### src/rtl/dbg_cmd_port_pkg.sv
`timescale 1ns/1ps
package dbg_cmd_port_pkg;

  localparam logic [7:0] OP_NOP     = 8'h00;
  localparam logic [7:0] OP_RD_REG  = 8'h01;
  localparam logic [7:0] OP_WR_REG  = 8'h02;
  localparam logic [7:0] OP_RD_MEM  = 8'h03;
  localparam logic [7:0] OP_WR_MEM  = 8'h04;
  localparam logic [7:0] OP_RD_IO   = 8'h05;
  localparam logic [7:0] OP_WR_IO   = 8'h06;
  localparam logic [7:0] OP_RUN     = 8'h07;
  localparam logic [7:0] OP_HALT    = 8'h08;
  localparam logic [7:0] OP_STEP    = 8'h09;
  localparam logic [7:0] OP_CON_ON  = 8'h0A;
  localparam logic [7:0] OP_CON_OFF = 8'h0B;
  localparam logic [7:0] OP_DBG_RST = 8'h0C;
  localparam logic [7:0] OP_TRC_ON  = 8'h0D;
  localparam logic [7:0] OP_TRC_OFF = 8'h0E;
  localparam logic [7:0] OP_WR_MASK = 8'h0F;
  localparam logic [7:0] OP_RD_MASK = 8'h10;
  localparam logic [7:0] OP_RD_ID   = 8'h11;
  localparam logic [7:0] OP_CLR_FLG = 8'h12;
  localparam logic [7:0] OP_LAST    = OP_CLR_FLG;

  localparam int SW = 14;
  localparam int ST_READY   = 0;
  localparam int ST_DONE    = 1;
  localparam int ST_TVALID  = 2;
  localparam int ST_ERR     = 3;
  localparam int ST_REFUSED = 4;
  localparam int ST_RUN     = 5;
  localparam int ST_CONSOLE = 6;
  localparam int ST_TRACING = 7;
  localparam int ST_WANTDAT = 8;

  typedef enum logic [1:0] {PH_IDLE, PH_DATA, PH_ISSUE} phase_e;

  typedef struct packed {
    logic known;
    logic bus;
    logic rd_acc;
    logic wr_acc;
    logic tgt_reg;
    logic io;
  } cmd_cls_t;

endpackage

### src/rtl/dbg_cmd_decode.sv
`timescale 1ns/1ps
module dbg_cmd_decode
  import dbg_cmd_port_pkg::*;
(
  input  logic [7:0] op,
  output cmd_cls_t   cls
);
  always_comb begin
    cls = '0;
    cls.known = (op <= OP_LAST);
    case (op)
      OP_RD_REG:  begin cls.bus = 1'b1; cls.rd_acc = 1'b1; cls.tgt_reg = 1'b1; end
      OP_WR_REG:  begin cls.bus = 1'b1; cls.wr_acc = 1'b1; cls.tgt_reg = 1'b1; end
      OP_RD_MEM:  begin cls.bus = 1'b1; cls.rd_acc = 1'b1; end
      OP_WR_MEM:  begin cls.bus = 1'b1; cls.wr_acc = 1'b1; end
      OP_RD_IO:   begin cls.bus = 1'b1; cls.rd_acc = 1'b1; cls.io = 1'b1; end
      OP_WR_IO:   begin cls.bus = 1'b1; cls.wr_acc = 1'b1; cls.io = 1'b1; end
      OP_RD_MASK: cls.bus = 1'b1;
      OP_RD_ID:   cls.bus = 1'b1;
      default:    ;
    endcase
  end
endmodule

### src/rtl/dbg_cmd_seq.sv
`timescale 1ns/1ps
module dbg_cmd_seq
  import dbg_cmd_port_pkg::*;
#(
  parameter int DW = 32,
  parameter int REG_W = 5,
  parameter int NTRAP = 16,
  parameter logic [DW-1:0] PORT_ID = 32'h0D1B_0001
) (
  input  logic             clk,
  input  logic             rst_n,
  input  logic             en,
  input  logic             cmd_valid,
  input  logic [7:0]       cmd_op,
  input  logic [DW-1:0]    din,
  input  logic             dat_valid,
  output logic             ready,
  output logic             dat_ready,
  output logic             done,
  output logic             err,
  output logic             refd,
  output logic             run,
  output logic             con,
  output logic             trc_on,
  output logic             trc_clr,
  output logic [NTRAP-1:0] mask,
  output logic [DW-1:0]    dout,
  output logic             hold,
  output logic             step,
  output logic             reg_req,
  output logic             mem_req,
  output logic             io,
  output logic             we,
  output logic [DW-1:0]    addr,
  output logic [DW-1:0]    wdata,
  input  logic             reg_ack,
  input  logic [DW-1:0]    reg_rdata,
  input  logic             mem_ack,
  input  logic [DW-1:0]    mem_rdata
);
  localparam int PADW = DW - REG_W;

  phase_e   phase;
  logic     tgt_reg;
  cmd_cls_t cls;
  logic     accept, acc_ack;
  logic [DW-1:0] acc_rdata;

  dbg_cmd_decode u_dec (.op(cmd_op), .cls(cls));

  assign ready     = en && (phase == PH_IDLE);
  assign dat_ready = en && (phase == PH_DATA);
  assign accept    = cmd_valid && ready;
  assign reg_req   = (phase == PH_ISSUE) && tgt_reg;
  assign mem_req   = (phase == PH_ISSUE) && !tgt_reg;
  assign acc_ack   = tgt_reg ? reg_ack : mem_ack;
  assign acc_rdata = tgt_reg ? reg_rdata : mem_rdata;
  assign trc_clr   = accept && (cmd_op == OP_TRC_OFF || cmd_op == OP_DBG_RST);

  always_ff @(posedge clk or negedge rst_n) begin
    if (!rst_n) begin
      phase <= PH_IDLE; done <= 1'b0; err <= 1'b0; refd <= 1'b0;
      run <= 1'b0; con <= 1'b0; trc_on <= 1'b0; mask <= '0;
      dout <= '0; hold <= 1'b0; step <= 1'b0; tgt_reg <= 1'b0;
      io <= 1'b0; we <= 1'b0; addr <= '0; wdata <= '0;
    end else begin
      step <= 1'b0;
      if (accept) begin
        done <= 1'b0;
        hold <= 1'b0;
        if (!cls.known) begin
          err <= 1'b1; done <= 1'b1;
        end else if (cls.bus && trc_on) begin
          refd <= 1'b1; done <= 1'b1;
        end else if (cls.rd_acc || cls.wr_acc) begin
          addr    <= cls.tgt_reg ? {{PADW{1'b0}}, din[REG_W-1:0]} : din;
          we      <= cls.wr_acc;
          tgt_reg <= cls.tgt_reg;
          io      <= cls.io;
          phase   <= cls.wr_acc ? PH_DATA : PH_ISSUE;
        end else begin
          done <= 1'b1;
          case (cmd_op)
            OP_RUN:     run <= 1'b1;
            OP_HALT:    run <= 1'b0;
            OP_STEP:    step <= !run;
            OP_CON_ON:  con <= 1'b1;
            OP_CON_OFF: con <= 1'b0;
            OP_DBG_RST: begin
              mask <= '0; con <= 1'b0; trc_on <= 1'b0; err <= 1'b0; refd <= 1'b0;
            end
            OP_TRC_ON:  trc_on <= 1'b1;
            OP_TRC_OFF: trc_on <= 1'b0;
            OP_WR_MASK: mask <= din[NTRAP-1:0];
            OP_RD_MASK: begin dout <= DW'(mask); hold <= 1'b1; end
            OP_RD_ID:   begin dout <= PORT_ID; hold <= 1'b1; end
            OP_CLR_FLG: begin err <= 1'b0; refd <= 1'b0; end
            default:    ;
          endcase
        end
      end else if (phase == PH_DATA) begin
        if (dat_valid && dat_ready) begin
          wdata <= din;
          phase <= PH_ISSUE;
        end
      end else if (phase == PH_ISSUE && acc_ack) begin
        if (!we) begin
          dout <= acc_rdata;
          hold <= 1'b1;
        end
        done  <= 1'b1;
        phase <= PH_IDLE;
      end
    end
  end
endmodule

### src/rtl/dbg_trace_stage.sv
`timescale 1ns/1ps
module dbg_trace_stage #(
  parameter int DW = 32
) (
  input  logic          clk,
  input  logic          rst_n,
  input  logic          trc_on,
  input  logic          clr,
  input  logic          in_valid,
  input  logic [DW-1:0] in_data,
  output logic          in_ready,
  input  logic          take,
  output logic          tv,
  output logic [DW-1:0] tdata
);
  assign in_ready = !trc_on || !tv || take;

  always_ff @(posedge clk or negedge rst_n) begin
    if (!rst_n) begin
      tv    <= 1'b0;
      tdata <= '0;
    end else if (clr || !trc_on) begin
      tv <= 1'b0;
    end else if (in_valid && in_ready) begin
      tv    <= 1'b1;
      tdata <= in_data;
    end else if (take) begin
      tv <= 1'b0;
    end
  end
endmodule

### src/rtl/dbg_cmd_port.sv
`timescale 1ns/1ps
module dbg_cmd_port
  import dbg_cmd_port_pkg::*;
#(
  parameter int DW = 32,
  parameter int REG_W = 5,
  parameter int NTRAP = 16,
  parameter logic [DW-1:0] PORT_ID = 32'h0D1B_0001
) (
  input  logic             clk,
  input  logic             rst_n,
  input  logic             dbg_en,
  input  logic             cmd_valid,
  input  logic [7:0]       cmd_op,
  input  logic [DW-1:0]    dbus_in,
  input  logic             dat_valid,
  output logic             dat_ready,
  output logic [SW-1:0]    status,
  output logic [DW-1:0]    dbus_out,
  output logic             dbus_oe,
  output logic             reg_req,
  input  logic             reg_ack,
  input  logic [DW-1:0]    reg_rdata,
  output logic             mem_req,
  output logic             mem_io,
  input  logic             mem_ack,
  input  logic [DW-1:0]    mem_rdata,
  output logic             acc_we,
  output logic [DW-1:0]    acc_addr,
  output logic [DW-1:0]    acc_wdata,
  output logic             cpu_run,
  output logic             cpu_step,
  output logic             console_mode,
  output logic [NTRAP-1:0] trap_mask,
  input  logic             trc_valid,
  input  logic [DW-1:0]    trc_data,
  output logic             trc_ready,
  input  logic             trc_take
);
  logic ready, done, err, refd, trc_on, trc_clr, hold, tv;
  logic [DW-1:0] dout, tdata;

  dbg_cmd_seq #(.DW(DW), .REG_W(REG_W), .NTRAP(NTRAP), .PORT_ID(PORT_ID)) u_seq (
    .clk(clk), .rst_n(rst_n), .en(dbg_en), .cmd_valid(cmd_valid), .cmd_op(cmd_op),
    .din(dbus_in), .dat_valid(dat_valid), .ready(ready), .dat_ready(dat_ready),
    .done(done), .err(err), .refd(refd), .run(cpu_run), .con(console_mode),
    .trc_on(trc_on), .trc_clr(trc_clr), .mask(trap_mask), .dout(dout), .hold(hold),
    .step(cpu_step), .reg_req(reg_req), .mem_req(mem_req), .io(mem_io), .we(acc_we),
    .addr(acc_addr), .wdata(acc_wdata), .reg_ack(reg_ack), .reg_rdata(reg_rdata),
    .mem_ack(mem_ack), .mem_rdata(mem_rdata)
  );

  dbg_trace_stage #(.DW(DW)) u_trc (
    .clk(clk), .rst_n(rst_n), .trc_on(trc_on), .clr(trc_clr), .in_valid(trc_valid),
    .in_data(trc_data), .in_ready(trc_ready), .take(trc_take), .tv(tv), .tdata(tdata)
  );

  always_comb begin
    status              = '0;
    status[ST_READY]    = ready;
    status[ST_DONE]     = done;
    status[ST_TVALID]   = tv;
    status[ST_ERR]      = err;
    status[ST_REFUSED]  = refd;
    status[ST_RUN]      = cpu_run;
    status[ST_CONSOLE]  = console_mode;
    status[ST_TRACING]  = trc_on;
    status[ST_WANTDAT]  = dat_ready;
  end

  assign dbus_out = tv ? tdata : dout;
  assign dbus_oe  = dbg_en && (tv || hold);
endmodule

### config.mk
export PLATFORM = sky130hd
export DESIGN_NAME = dbg_cmd_port
export DESIGN_NICKNAME = d
export VERILOG_FILES = /design/src/rtl/dbg_cmd_port_pkg.sv /design/src/rtl/dbg_cmd_decode.sv /design/src/rtl/dbg_cmd_seq.sv /design/src/rtl/dbg_trace_stage.sv /design/src/rtl/dbg_cmd_port.sv
export SDC_FILE = /design/constraint.sdc
export NUM_CORES = 1
export LEC_CHECK = 0
export BUFFER_PORTS_ARGS = -buffer_cell sky130_fd_sc_hd__clkbuf_2
export CORE_ASPECT_RATIO = 1.2
export CORE_MARGIN = 5
export CORE_UTILIZATION = 55
export CTS_BUF_LIST = sky130_fd_sc_hd__clkbuf_4
export DETAILED_ROUTE_END_ITERATION = 12
export PLACE_DENSITY = 0.95
export SLEW_MARGIN = 10
export SYNTH_ARGS = -nofsm -noshare
export SYNTH_HDL_FRONTEND = slang
export SYNTH_SLANG_ARGS = --single-unit
### constraint.sdc
create_clock -name clk -period 6.05 [get_ports clk]
set_clock_uncertainty 0.1 [all_clocks]
set_input_delay 0.3025 -clock clk [delete_from_list [all_inputs] [get_ports clk]]
set_output_delay 0.3025 -clock clk [all_outputs]
set_load 0.01 [all_outputs]
### Word-level counts from Yosys, hierarchy flattened

Index checks and enable logic that the tools add are counted.

| word-level totals | value |
|---|---|
| register bits after elaboration | 158 |
| input port bits | 145 |
| output and inout port bits | 136 |

| operators by class | value |
|---|---|
| $lt $le $gt $ge | 1 |
| equal/unequal tests | 32 |
| muxes and demuxes | 56 |
| bitwise gates (word level) | 4 |
| reduce and logical (&&, ||, !) cells | 52 |

Operators with widths:

| operator | count |
|---|---|
| $mux W32 | 10 |
| $eq A8 B4 Y1 const B | 8 |
| $pmux W32 S2 | 1 |
| $mux W1 | 33 |
| $eq A8 B3 Y1 const B | 4 |
| $pmux W16 S2 | 1 |
| $reduce_and A5 Y1 | 5 |
| $eq A8 B5 Y1 const B | 3 |
| $eq A8 B2 Y1 const B | 2 |
| $mux W2 | 8 |
| $ne A2 B2 Y1 const B | 7 |
| $reduce_and A4 Y1 | 3 |
| $reduce_bool A2 Y1 | 6 |
| $reduce_or A2 Y1 | 6 |
| $logic_and A1 B1 Y1 | 11 |
| $eq A8 B1 Y1 const B | 1 |
| $le A8 B5 Y1 const B | 1 |
| $reduce_or A8 Y1 | 1 |
| $reduce_and A7 Y1 | 1 |
| $logic_or A1 B1 Y1 | 6 |
| $ne A2 B1 Y1 const B | 3 |
| $pmux W1 S2 | 3 |
| $reduce_and A3 Y1 | 2 |
| $reduce_bool A3 Y1 | 2 |
| other kinds (9) | 17 |

### Depth between registers and ports, before layout

Gate-level depths: netlist of the first run.

| depth | value |
|---|---|
| depth after elaboration | 8 |
| mapped depth | 9 |

### By module

A second synthesis of the first run with hierarchy kept.

| second synthesis, totals | value |
|---|---|
| cells, all modules | 640 |
| area total of the unflattened synthesis | 7633.6 sq um |

By module, submodules not included:

| module | times used | cells an instance | area each (sq um) | seq. area each (sq um) |
|---|---|---|---|---|
| dbg_cmd_seq | 1 | 498 | 5426.5 | 3128.0 |
| dbg_trace_stage | 1 | 74 | 1405.1 | 825.8 |
| dbg_cmd_port | 1 | 52 | 656.9 | 0.0 |
| dbg_cmd_decode | 1 | 16 | 145.1 | 0.0 |

### Worst setup path before layout of the first run

Ideal clock, no wire load.

| path | value |
|---|---|
| path type | flip-flop to flip-flop |
| start point | register u_seq.phase[1] |
| end point | register u_seq.dout[10] |
| library setup time | 0.128 ns |
| arrival time | 1.784 ns |
| data required time | 5.822 ns |
| slack | 4.038 ns |
| cell stages (with the launch flop) | 8 |
| buffers on the path | 3 |
| clock period less this slack | 2.012 ns |
| cell sequence | dfrtp_1 and4bb_2 buf_2 nand2_1 o31a_1 buf_2 buf_4 mux2_1 |

| on the way | value |
|---|---|
| word-level cells in the longest chain between the ends | 5 |
| elaborated cells on any way between the ends | 15 |
| those cells by class | eq/ne: 8; mux: 1; reduce/logical: 6 |

Ends and longest elaborated chain:

| what | RTL line | text |
|---|---|---|
| start: declaration | dbg_cmd_seq.sv:43 | `phase_e phase;` |
| start signal: assignment | dbg_cmd_seq.sv:80 | `phase <= cls.wr_acc ? PH_DATA : PH_ISSUE;` |
| $logic_not A2 Y1 | dbg_cmd_seq.sv:51 | `assign ready = en && (phase == PH_IDLE);` |
| $logic_and A1 B1 Y1 | dbg_cmd_seq.sv:51 |  |
| $logic_and A1 B1 Y1 | dbg_cmd_seq.sv:53 | `assign accept = cmd_valid && ready;` |
| $ne A3 B3 Y1 (no source line) (tied with other cells) | - |  |
| $reduce_and A7 Y1 (no source line) | - |  |
| end signal: assignment | dbg_cmd_seq.sv:108 | `dout <= acc_rdata;` |
| end: declaration | dbg_cmd_seq.sv:27 | `output logic [DW-1:0] dout,` |

Parallel ways exist; a longest one is shown, timed or not.
A chain may end at the register's enable or synchronous reset.

### Worst setup path in the final report of the first run

| path | value |
|---|---|
| start point | register u_seq.tgt_reg |
| end point | register u_seq.dout[0] |

| on the way | value |
|---|---|
| word-level cells in the longest chain between the ends | 5 |
| elaborated cells on any way between the ends | 9 |
| those cells by class | mux: 6; reduce/logical: 3 |

Ends and longest elaborated chain:

| what | RTL line | text |
|---|---|---|
| start: declaration | dbg_cmd_seq.sv:44 | `logic tgt_reg;` |
| start signal: assignment | dbg_cmd_seq.sv:78 | `tgt_reg <= cls.tgt_reg;` |
| $mux W32 | dbg_cmd_seq.sv:57 | `assign acc_rdata = tgt_reg ? reg_rdata : mem_rdata;` |
| $mux W32 | dbg_cmd_seq.sv:107 | `if (!we) begin` |
| $mux W32 | dbg_cmd_seq.sv:106 | `end else if (phase == PH_ISSUE && acc_ack) begin` |
| $mux W32 | dbg_cmd_seq.sv:101 | `end else if (phase == PH_DATA) begin` |
| $mux W32 | dbg_cmd_seq.sv:68 | `if (accept) begin` |

Parallel ways exist; a longest one is shown, timed or not. The select of a mux whose other input is x is not followed.

==> results.md, run 1 <==
* Outcome: completed
* Die area at 16000 sq um
* GRT Util Overall at 0.300
* Final Util at 0.751
* CTS root buf: clkbuf_4
* Clock sink count at approximately 160
* Highest routed layer: met4
* Total CTS buffers at 17
* Hold-fix buffers at CTS at 89
* Final Net Count at about 1100
* Layout area overhead at 33.5%
* Number of synthesized flops with an enable pin at 0
* Worst VDD drop at about 0.00026 V
* CP Capture Type: flip-flop
* Final min period at 3.15 ns
* RSZ-0062 raised after global routing: false
* Largest family of logic cells by synthesized area: multiplexers
* MaxCap Viol Count at 0
* Cell count after synthesis at between 600 and 700
* Final std cells w/o fill at 1128
* Detailed Routing Iterations Pass 1 at 5
* Worst Tran Pin Value at 1.23 ns
* Top post-synthesis cells by area: dfrtp_1 (53%), mux2_2 (12%), mux2_1 (6.6%), mux2i_1 (4.7%), nand4_1 (2.3%)
* Skew-Pair Late Insertion Delay at between 0.5 and 0.6 ns
* Total Power at 3.33 mW
* Post-synthesis average cell area at around 12 sq um
* Type of the worst setup path: flip-flop to flip-flop
* DR WL met2 at 12.6 mm
* Required time of the critical path at 6.43 ns
* Routed Antenna Nets at 0
* Seq cells post-synth at 158
* Die Ht at 138 microns
* First-pass GRT wire length at 36.8 mm
* Most frequent cells in the layout: clkbuf_2 (274), dfrtp_1 (157), dlygate4sd3_1 (89)
* Core area at 13300 sq um
* Ant. Diodes at 0
* Critical path startpoint category: flip-flop
* Placer Congestion at 0.805
* Max transition margin at 0.178
* DRT Wirelength at 24.1 mm
* Final setup TNS at 0 ns
* Met1 Wirelength at 8.54 mm
* Post-CTS Setup Bufs at 0
* PD cells at 334 nW/um^2
* Sequential area share after synthesis at 0.529
* # fillers at around 800
* Post-synth top area share at 0.529
* Critical path arrival at 3.53 ns
* Post-synth cell types at 53
* Leading cell type in the layout, fill and taps excluded: clkbuf_2
* Max-slew violation count at 0
* Hold Path Class: input pin to flip-flop
* Mux share of post-synthesis cell area at 0.234
* Tcrit/Tclk final at 0.521
* Async S/R FF share, synth at 1.00
* Final setup fails at 0
* DR iter-0 viols at 513
* WL/cell at 21.4 microns
* Simple-gate area share of the yosys netlist at 0.0791
* DR vias/cell at 5.85
* IO buf count at 275
* Post-synthesis adder-cell area fraction at 0
* Ys Warns at 0
* Syn Std Cell Area at between 7000 and 8000 sq um
* Rows at 46
* Leak Pwr at 5.15 nW
* Routed length on met3 at 2.07 mm
* Hold_ws at 0.0304 ns
* H-tree depth at 4
* FMAX at approximately 320 MHz
* Grt ovf at 0
* Placed cell count at 1007
* Cts repair resizes at 0
* Critical Path Fanout Max at 35
* Die Span X at 116 microns
* Clock tree buffer depth at 2
* Ports at roughly 280
* Compound-Gate Fraction of Synth Area at 0.0939
* Number of global-route vias before repair at 6841
* Clk slew on worst S/H paths at 0.14 ns
* Main synth FF type: dfrtp_1
* Initial Util at 0.562
* Fin. Hold Viols at 0
* XOR/XNOR Fraction of Synth Area at 0.00117
* Pin count of the biggest net entering global routing at 107
* CTS tree: yes
* Post-DP HPWL at 15.3 mm
* Biggest area consumer among synthesized cells: dfrtp_1
* DR DRC count at 0
* DR vias at between 6000 and 7000
* Share of cells above drive strength 1 at 0.422
* Initial antenna violation count at 0
==> where the power goes <==
part	internal [mW]	switching [mW]	leakage [nW]
clock network	0.251	0.418	0.151
logic	0.560	0.526	3.05
registers	1.36	0.216	1.95
total	2.17	1.16	5.15
==> Yosys cell counts, drive strengths merged (3+ instances only) <==
library cell,count
nand4,28
a211oi,15
inv,31
or4,3
dfrtp,158
and3,3
mux2i,35
o2bb2ai,9
nand2,12
clkbuf,19
a21oi,5
nor2,27
mux2,124
o21ai,44
or3,4
buf,44
a22o,18
o31ai,3
==> worst max-delay path, stage by stage (launching register included) <==
cell	delay [ns]
dfrtp_2	1.12
mux2i_1	0.38
or3_1	0.45
o31a_1	0.22
buf_4	0.37
mux2_2	0.39
==> path summary, 6_finish.rpt <==
path                       slack [ns]         endpoint  cells after the start            start
setup reg to reg                 2.90    u_seq.dout[0]                      5    u_seq.tgt_reg
setup / recovery                 2.90    u_seq.dout[0]                      5    u_seq.tgt_reg
max in group asynchronous        4.29  u_seq.wdata[26]                      3            rst_n
hold / removal                   0.03   u_seq.dout[24]                      4    mem_rdata[24]
hold reg to reg                  0.40  u_trc.tdata[19]                      1  u_trc.tdata[19]
min in group asynchronous        0.27  u_seq.wdata[29]                      2            rst_n
==> cell families after synthesis <==
group | count (synthesis)
AND/OR/NAND/NOR | 100
buffers and inverters | 94
multiplexers | 159
other | 1
flip-flops | 158
AO/OA/AOI/OAI | 103
XOR/XNOR | 1
==> final cells by class <==
type	instances	area, sq um	area share
Sequential cell	158	3960	0.396
Multi-Input combinational cell	368	3090	0.309
Timing Repair Buffer	371	2330	0.233
Tap cell	168	210	0.0211
Clock inverter	15	161	0.0162
Clock buffer	17	128	0.0128
Inverter	31	116	0.0117
==> per-layer routing <==
metal	vias to the layer above	GRT usage
met2	387	0.510
met3	88	0.0927
met1	3246	0.348
li1	2875	-
met4	0	0.133
met5	-	0
==> metrics by stage <==
stage / cell area (sq um) / setup WS (ns)
finish: 9980 / 2.90
global route: 9980 / 2.76
CTS: 9980 / 2.97
detailed placement: 8800 / 2.98
global placement: 8800 / 3.11
floorplan: 7490 / 4.04
(Power assumes the default switching activity.)
==> run 2: changes to the inputs <==
--- a/config.mk
+++ b/config.mk
@@ -8,10 +8,10 @@
 export BUFFER_PORTS_ARGS = -buffer_cell sky130_fd_sc_hd__clkbuf_2
 export CORE_ASPECT_RATIO = 1.2
 export CORE_MARGIN = 5
-export CORE_UTILIZATION = 55
+export CORE_UTILIZATION = 51
 export CTS_BUF_LIST = sky130_fd_sc_hd__clkbuf_4
 export DETAILED_ROUTE_END_ITERATION = 12
-export PLACE_DENSITY = 0.95
+export PLACE_DENSITY = 0.93
 export SLEW_MARGIN = 10
 export SYNTH_ARGS = -nofsm -noshare
 export SYNTH_HDL_FRONTEND = slang
==> constraint.sdc (replaced) <==
create_clock -name clk -period 2.95 [get_ports clk]
set_clock_uncertainty 0.1 [all_clocks]
set_input_delay 0.1475 -clock clk [delete_from_list [all_inputs] [get_ports clk]]
set_output_delay 0.1475 -clock clk [all_outputs]
set_load 0.01 [all_outputs]
==> run 2 against run 1 <==
  * Clock-buffer cell count rose by 1
  * Flip-flop and latch count did not move
  * Sequential power rose by 100%
  * First-iteration DRC count rose by 21%
  * Clock power rose by 90%
  * Total power rose by 100%
  * Hold slack improved by 0.0036 ns
  * Critical path depth did not move
  * Cell count rose by 4.3%
  * Routed wire length rose by 7.3%
  * Die area rose by 7.2%
  * Critical endpoint is now u_seq.step
==> results.md, run 2 (synthesized netlist as in run 1, its figures left out) <==
* Dpl ws at 0.529 ns (was 2.98 ns)
* Largest delay share family, worst path: simple AND/OR/NAND/NOR gates (was flip-flops)
* Leak Pwr at 5.32 nW (was 5.15 nW)
* Die Span X at 121 microns (was 116 microns)
* CTS tree: yes (unchanged)
* H-tree depth at 4 (unchanged)
* Hold Path Class: input pin to asynchronous set/reset pin (was input pin to flip-flop)
* First-pass GRT wire length at 39.9 mm (was 36.8 mm)
* Multi-input logic area at 3090 sq um (unchanged)
* CP Buf/Inv Count at 2 (was 1)
* Worst Tran Pin Value at 1.02 ns (was 1.23 ns)
* DR iter-0 viols at 620 (was 513)
* WL/cell at 22.0 microns (was 21.4 microns)
* Placed cell count at 1019 (was 1007)
* DR vias at 6814 (was 6596)
* Worst setup margin at 0.184 ns (was 2.90 ns)
* Storage cell area at 3960 sq um (unchanged)
* Critical path's largest stage delay at 0.62 ns (was 1.12 ns)
* R2R Path Start: u_seq.phase[0] (was u_seq.tgt_reg)
* Post-DP HPWL at 15.1 mm (was 15.3 mm)
* Type of the worst setup path: flip-flop to flip-flop (unchanged)
* Initial Util at 0.519 (was 0.562)
* RSZ-0062 raised after global routing: false (unchanged)
* Pin count of the biggest net entering global routing at 67 (was 107)
* CTS root buf: clkbuf_4 (unchanged)
* Reg-to-reg endpoint: u_seq.step (was u_seq.dout[0])
* Placer Congestion at 0.874 (was 0.805)
* Hold_ws at 0.0339 ns (was 0.0304 ns)
* Ports at 281 (unchanged)
* Worst VDD drop at 0.000452 V (was 0.000259 V)
* PD cells at 656 nW/um^2 (was 334 nW/um^2)
* MaxCap Viol Count at 0 (unchanged)
* Reg2reg path depth at 5 (unchanged)
* FMAX at 362 MHz (was 318 MHz)
* Final min period at 2.77 ns (was 3.15 ns)
* Leading cell type in the layout, fill and taps excluded: clkbuf_2 (unchanged)
* Routed Antenna Nets at 0 (unchanged)
* Hold-fix buffers at CTS at 125 (was 89)
* Final Net Count at 1133 (was 1092)
* Initial antenna violation count at 1 (was 0)
* Layout area overhead at 38.8% (was 33.5%)
* Detailed Routing Iterations Pass 1 at 8 (was 5)
* Critical path startpoint category: flip-flop (unchanged)
* Die Ht at 143 microns (was 138 microns)
* CP cell instances: and4bb_2, buf_4, nand4b_1, nor4b_1, dlygate4sd3_1 (was mux2i_1, or3_1, o31a_1, buf_4, mux2_2)
* Critical Path Fanout Max at 31 (was 35)
* Number of global-route vias before repair at 7302 (was 6841)
* Sw Share at 0.349 (was 0.348)
* Outcome: completed (unchanged)
* Sw power at 2.37 mW (was 1.16 mW)
* # fillers at 912 (was 799)
* Number of cells on the critical path at 5 (unchanged)
* R2R setup slack at 0.18 ns (was 2.90 ns)
* Clk slew on worst S/H paths at 0.14 ns (about the same)
* Fin. Hold Viols at 0 (unchanged)
* Max transition margin at 0.320 (was 0.178)
* Flop pwr share at 0.469 (was 0.473)
* Tcrit/Tclk final at 0.938 (was 0.521)
* Critical path's slowest cell: dlygate4sd3_1 (was dfrtp_2)
* Max-slew violation count at 0 (unchanged)
* Share of cells above drive strength 1 at 0.408 (was 0.422)
* Core area at 14400 sq um (was 13300 sq um)
* Clock power share at 0.186 (was 0.201)
* Post-CTS Setup Bufs at 0 (unchanged)
* Crit path launch: u_seq.phase[0] (was u_seq.tgt_reg)
* CP Capture Type: flip-flop (unchanged)
* Final setup TNS at 0 ns (unchanged)
* Most frequent cells in the layout: clkbuf_2 (274), dfrtp_1 (157), dlygate4sd3_1 (125) (was clkbuf_2 (274), dfrtp_1 (157), dlygate4sd3_1 (89))
* Critical path arrival at 3.16 ns (was 3.53 ns)
* Total CTS buffers at 17 (unchanged)
* DRT Wirelength at 25.9 mm (was 24.1 mm)
* Die area at 17200 sq um (was 16000 sq um)
* Final Util at 0.720 (was 0.751)
* IO buf count at 275 (unchanged)
* Final std cells w/o fill at 1177 (was 1128)
* Cell-internal power at 4.43 mW (was 2.17 mW)
* GRT Util Overall at 0.301 (was 0.300)
* Rows at 48 (was 46)
* Skew-Pair Late Insertion Delay at 0.56 ns (was 0.59 ns)
* Combinational share of power at 0.346 (was 0.326)
* Grt ovf at 0 (unchanged)
* DR DRC count at 0 (unchanged)
* DR vias/cell at 5.79 (was 5.85)
* Cts repair resizes at 0 (unchanged)
* Clock tree buffer depth at 2 (unchanged)
* Clock sink count at 158 (unchanged)
* Required time of the critical path at 3.35 ns (was 6.43 ns)
* Final setup fails at 0 (unchanged)
run 2: cell types whose count changed in the layout (fill, tap and decap cells not counted), moves of 2 or more:
cell	previous run	this run
buf_4	7	11
clkinv_1	0	2
clkinv_2	3	0
dlygate4sd3_1	89	125
inv_6	4	6
run 2: power groups by stage:
stage | Combinational, mW | Sequential [mW] | Clock [mW]
after floorplan | 1.18 | 3.18 | 0
after global placement | 2.03 | 3.14 | 0
after detailed placement | 2.09 | 3.19 | 0
after CTS | 2.26 | 3.14 | 1.29
after global routing | 2.53 | 3.25 | 1.38
final | 2.35 | 3.19 | 1.27
run 2: worst max path at each step:
stage / endpoint / slack (ns)
CTS: u_seq.tgt_reg / 0.34
finish: u_seq.step / 0.18
detailed placement: u_seq.addr[31] / 0.53
global placement: u_seq.addr[31] / 0.59
global route: u_seq.step / 0.10
floorplan: u_seq.dout[10] / 0.94
run 2: layer usage:
metal	vias up	wire length, microns	track usage
met5	-	0	0
met4	0	1320	0.163
met3	124	1730	0.0729
met2	413	13500	0.532
met1	3313	9350	0.334
li1	2964	-	-
run 2: cell type report:
type	count	area share
inverter	31	0.0112
tap	175	0.0211
sequential	158	0.381
timing repair buffer	412	0.264
clock buffer	18	0.0130
antenna	1	0.000241
multi-input combinational	368	0.297
clock inverter	14	0.0125
run 2: metrics by stage:
| step | total power, mW | instance area [sq um] |
|---|---|---|
| floorplan | 4.36 | 7490 |
| global placement | 5.17 | 8860 |
| detailed placement | 5.28 | 8860 |
| CTS | 6.69 | 10400 |
| global route | 7.16 | 10400 |
| finish | 6.81 | 10400 |
run 2: worst register-to-register path, delay by kind of cell, from the launching register on:
family / cells / cell delay, ns
buf+inv: 2 / 1.03
flops: 1 / 0.51
simple gates: 3 / 1.08
